--- config.mk ---
export PLATFORM = sky130hd
export DESIGN_NAME = alarm_irq
export DESIGN_NICKNAME = d
export VERILOG_FILES = /design/src/rtl/alarm_irq_pkg.sv /design/src/rtl/alarm_field_cmp.sv /design/src/rtl/alarm_match.sv /design/src/rtl/event_flags.sv /design/src/rtl/alarm_irq.sv
export SDC_FILE = /design/constraint.sdc
export NUM_CORES = 1
export LEC_CHECK = 0
export ABC_AREA = 1
export BUFFER_PORTS_ARGS = -buffer_cell sky130_fd_sc_hd__buf_2
export CORE_MARGIN = 10
export CORE_UTILIZATION = 34
export DETAILED_ROUTE_END_ITERATION = 7
export PLACE_DENSITY = 0.79
export SLEW_MARGIN = 20
export SYNTH_ARGS = -nofsm -noshare
export SYNTH_HDL_FRONTEND = slang
export SYNTH_HIERARCHICAL = 1
export SYNTH_SLANG_ARGS = --single-unit
--- constraint.sdc ---
create_clock -name clk_i -period 1 [get_ports clk_i]
set_clock_uncertainty 0.15 [all_clocks]
set_input_delay 0.1 -clock clk_i [delete_from_list [all_inputs] [get_ports clk_i]]
set_output_delay 0.1 -clock clk_i [all_outputs]
set_load 0.01 [all_outputs]
--- src/rtl/alarm_irq_pkg.sv ---
package alarm_irq_pkg;
  localparam int unsigned FLD_W   = 8;
  localparam int unsigned NFLD    = 4;
  localparam int unsigned NEV     = 2;
  localparam int unsigned EV_ALM  = 0;
  localparam int unsigned EV_UPD  = 1;
  localparam logic [1:0]  WILD_TOP = 2'b11;
endpackage

--- src/rtl/alarm_field_cmp.sv ---
module alarm_field_cmp #(
  parameter int unsigned W = 8
) (
  input  logic [W-1:0] time_fld_i,
  input  logic [W-1:0] alm_fld_i,
  output logic         match_o
);
  import alarm_irq_pkg::*;
  logic wild;
  assign wild    = (alm_fld_i[W-1 -: 2] == WILD_TOP);
  assign match_o = wild || (alm_fld_i == time_fld_i);
endmodule

--- src/rtl/alarm_match.sv ---
module alarm_match #(
  parameter int unsigned W = 8,
  parameter int unsigned N = 4,
  localparam int unsigned BUS_W = W * N
) (
  input  logic [BUS_W-1:0] time_i,
  input  logic [BUS_W-1:0] alm_i,
  output logic             all_match_o
);
  logic [N-1:0] fld_match;

  for (genvar g = 0; g < N; g++) begin : g_fld
    alarm_field_cmp #(.W(W)) u_cmp (
      .time_fld_i (time_i[g*W +: W]),
      .alm_fld_i  (alm_i[g*W +: W]),
      .match_o    (fld_match[g])
    );
  end

  assign all_match_o = &fld_match;
endmodule

--- src/rtl/event_flags.sv ---
module event_flags #(
  parameter int unsigned NEV = 2
) (
  input  logic           clk_i,
  input  logic           rst_ni,
  input  logic [NEV-1:0] set_i,
  input  logic           clr_i,
  output logic [NEV-1:0] flags_o
);
  logic [NEV-1:0] flags_q;

  // set wins over clear so an event in the read cycle is not lost
  always_ff @(posedge clk_i or negedge rst_ni) begin
    if (!rst_ni) flags_q <= '0;
    else         flags_q <= (clr_i ? '0 : flags_q) | set_i;
  end

  assign flags_o = flags_q;
endmodule

--- src/rtl/alarm_irq.sv ---
module alarm_irq
  import alarm_irq_pkg::*;
#(
  parameter int unsigned W = FLD_W,
  parameter int unsigned N = NFLD,
  localparam int unsigned BUS_W = W * N
) (
  input  logic             clk_i,
  input  logic             rst_ni,
  input  logic             upd_done_i,
  input  logic [BUS_W-1:0] time_i,
  input  logic [BUS_W-1:0] alm_i,
  input  logic [NEV-1:0]   en_i,
  input  logic             stat_rd_i,
  output logic [NEV-1:0]   flags_o,
  output logic             irq_drive_o
);
  logic           all_match;
  logic [NEV-1:0] ev_set;
  logic [NEV-1:0] flags;

  alarm_match #(.W(W), .N(N)) u_match (
    .time_i      (time_i),
    .alm_i       (alm_i),
    .all_match_o (all_match)
  );

  always_comb begin
    ev_set         = '0;
    ev_set[EV_UPD] = upd_done_i;
    ev_set[EV_ALM] = upd_done_i & all_match;
  end

  event_flags #(.NEV(NEV)) u_flags (
    .clk_i   (clk_i),
    .rst_ni  (rst_ni),
    .set_i   (ev_set),
    .clr_i   (stat_rd_i),
    .flags_o (flags)
  );

  assign flags_o     = flags;
  assign irq_drive_o = |(flags & en_i);
endmodule

==> flow_metrics.env <==
export IMPL_fin_cells=258
export IMPL_pwr_share_comb_pct=61.2
export IMPL_slowest_delay_ns=0.38
export IMPL_crit_top_cell="nand2_1"
export IMPL_cp_arrival_ns=0.83
export IMPL_crit_required_ns=0.75
export IMPL_syn_area_um2=681.9
export IMPL_grt_pass1_vias=993
export IMPL_clk_insertion_delay_late_ns=0.22
export IMPL_hpwl_um=2024
export IMPL_drtIter0Drc=50
export IMPL_gp_routability_congestion=0.7933
export IMPL_critPathSlowestCell="dfrtp_1"
export IMPL_place_area_um2=1091
export IMPL_min_period_ns=1.080
export IMPL_fin_area_um2=1224
export IMPL_switching_share_pct=31.52
export IMPL_clock_sinks=2
export IMPL_antenna_found_initial=0
export IMPL_fin_ws_ns=-0.08010
export IMPL_first_pass_iters=4
export IMPL_path_cells="nand2_1 -> nand2_1 -> buf_2"
export IMPL_grt_start_max_net_pins=4
export IMPL_die_h_um=64.79
export IMPL_leakage_nw=0.8390
export IMPL_yosysWarnings=6
export IMPL_synth_area_top_cells="nand2_1 47%, xnor2_1 21%, inv_1 20%"
export IMPL_drc=0
export IMPL_max_cap_viol_count=0
export IMPL_cts_tree="yes"
export IMPL_worstSetupPathType="register to output port"
export IMPL_rsz0062_at_grt="true"
export IMPL_largest_reg_flops=2
export IMPL_area_growth_synth_to_final_pct=79.45
export IMPL_p_per_area_nw_per_um2=539.6
export IMPL_dp_cells=250
export IMPL_min_path_type="primary input to asynchronous set/reset pin"
export IMPL_wl_per_cell_um=8.880
export IMPL_r2r_start="u_flags/flags_o[1]$_DFF_PN0_"
export IMPL_routed_via_density=3.845
export IMPL_cts_buffers=3
export IMPL_ctsRootBufferMaster="clkbuf_4"
export IMPL_ir_drop_mv=0.3427
export IMPL_start_util_pct=35.12
export IMPL_die_area_um2=4197
export IMPL_clkTransAtPathRegs_ns=0.03
export IMPL_drive_gt1_share_pct=40.26
export IMPL_violations="setup timing"
export IMPL_portBuffers=72
export IMPL_slew_headroom_pct=91.38
export IMPL_clock_fmax_mhz=925.8
export IMPL_post_synth_top_area_cell="nand2_1"
export IMPL_p_sw_uw=208.2
export IMPL_grt_pass1_wl_um=3732
export IMPL_critPathMaxFanout=3
export IMPL_place_ws_ns=-0.1577
export IMPL_cts_path_max_buffers=2
export IMPL_most_common_layout_cells="84 x nand2_1, 66 x buf_2, 27 x inv_1"
export IMPL_end_kind="output port"
export IMPL_num_vias=992
export IMPL_syn_avg_cell_area_um2=4.577
export IMPL_synth_seq_cells=2
export IMPL_netlist_area_leader_share_pct=47.34
export IMPL_n_antenna_cell=0
export IMPL_nets=303
export IMPL_ys_seq_area_share_pct=7.339
export IMPL_ctsHtreeMaxLevel=1
export IMPL_routed_wl_um=2291
export IMPL_postSynthCellCount=149
export IMPL_grt_overflow=0
export IMPL_finalSetupViolCount=2
export IMPL_hold_viol_final=0
export IMPL_power_share_clock_pct=25.7
export IMPL_gr_usage_all_layers_pct=10.30
export IMPL_pwr_share_seq_pct=13.1
export IMPL_drv_slew=0
export IMPL_worst_pin_slew_ns=0.1284
export IMPL_ios=73
export IMPL_ant_nets=0
export IMPL_startpoint_type="register"
export IMPL_status="finished, violations left"
export IMPL_cp_startpoint="u_flags/flags_o[1]$_DFF_PN0_"
export IMPL_fin_crit_sh_pct=108.0
export IMPL_fp_coreArea_um2=1942
export IMPL_hold_ws_ns=0.04787
export IMPL_synth_fp_nets=219
export IMPL_internal_power_uw=452.1
export IMPL_rows=16
export IMPL_synthDistinctLibCells=5
export IMPL_layout_commonest_cell="nand2_1"
export IMPL_die_x_um=64.79
-- per-layer routing --
layer	vias up	wire length, um	track usage [%]
met1	369	1007	11.58
li1	577	-	-
met2	46	1033	17.24
met5	-	0	0
met4	0	0	4.011
met3	0	251	3.780
-- timing repair --
item | CTS | global route
resized for setup | 0 | 20
pin swaps | 3 | 23
setup endpoints to repair | 3 | 4
hold buffers | 3 | 0
buffers inserted | 1 | 1
hold endpoints to repair | 4 | 0
-- critical path, delay by kind of cell (launching register included) --
kind / cells / cell delay, ns
DFF: 1 / 0.38
and+or+nand+nor: 2 / 0.10
buffers and inverters: 1 / 0.13
-- Yosys cell counts, drive strengths merged --
library cell,count
nor2,9
nand2,86
dfrtp,2
xnor2,16
inv,36
-- kinds of logic (layout without fill, tap and decap cells) --
family,after synthesis,after routing,synth area share (%)
flip-flops,2,2,7.340
XOR/XNOR,16,16,20.55
AND/OR/NAND/NOR,95,95,52.29
buffers and inverters,36,118,19.82
-- cell type report --
cell class / count / area (um2)
Fill cell: 202 / 718.2
Multi-Input combinational cell: 111 / 524.3
Timing Repair Buffer: 79 / 457.9
Inverter: 36 / 135.1
Sequential cell: 2 / 50.05
Tap cell: 27 / 33.78
Clock buffer: 3 / 22.52
-- stage by stage --
step	util [%]	setup TNS (ns)	total power [mW]
after floorplan	-	0	0.2563
after global placement	56.19	-0.1540	0.4361
after detailed placement	56.19	-0.1577	0.4425
after CTS	59.28	-0.09712	0.6399
after global routing	63.02	-0.2886	0.7328
final	63.02	-0.08036	0.6603
-- power by group through the flow --
stage / logic, mW / clock network [mW] / registers [mW]
5_1_grt: 0.459 / 0.187 / 0.0868
2_1_floorplan: 0.168 / 0 / 0.0888
4_1_cts: 0.370 / 0.184 / 0.0864
3_3_place_gp: 0.349 / 0 / 0.0872
6_report: 0.404 / 0.170 / 0.0866
3_5_place_dp: 0.355 / 0 / 0.0874
-- path summary, 6_finish.rpt --
path | endpoint | slack (ns) | cells past startpoint
max reg2reg | u_flags/flags_o[1]$_DFF_PN0_ | 0 | 4
min | u_flags/flags_o[0]$_DFF_PN0_ | 0.05 | 2
min in group clk_i | u_flags/flags_o[0]$_DFF_PN0_ | 0.22 | 9
min reg2reg | u_flags/flags_o[0]$_DFF_PN0_ | 0.35 | 2
max | irq_drive_o | -0.08 | 3
max in group asynchronous | u_flags/flags_o[1]$_DFF_PN0_ | 0.56 | 2
(Power assumes the default switching activity.)
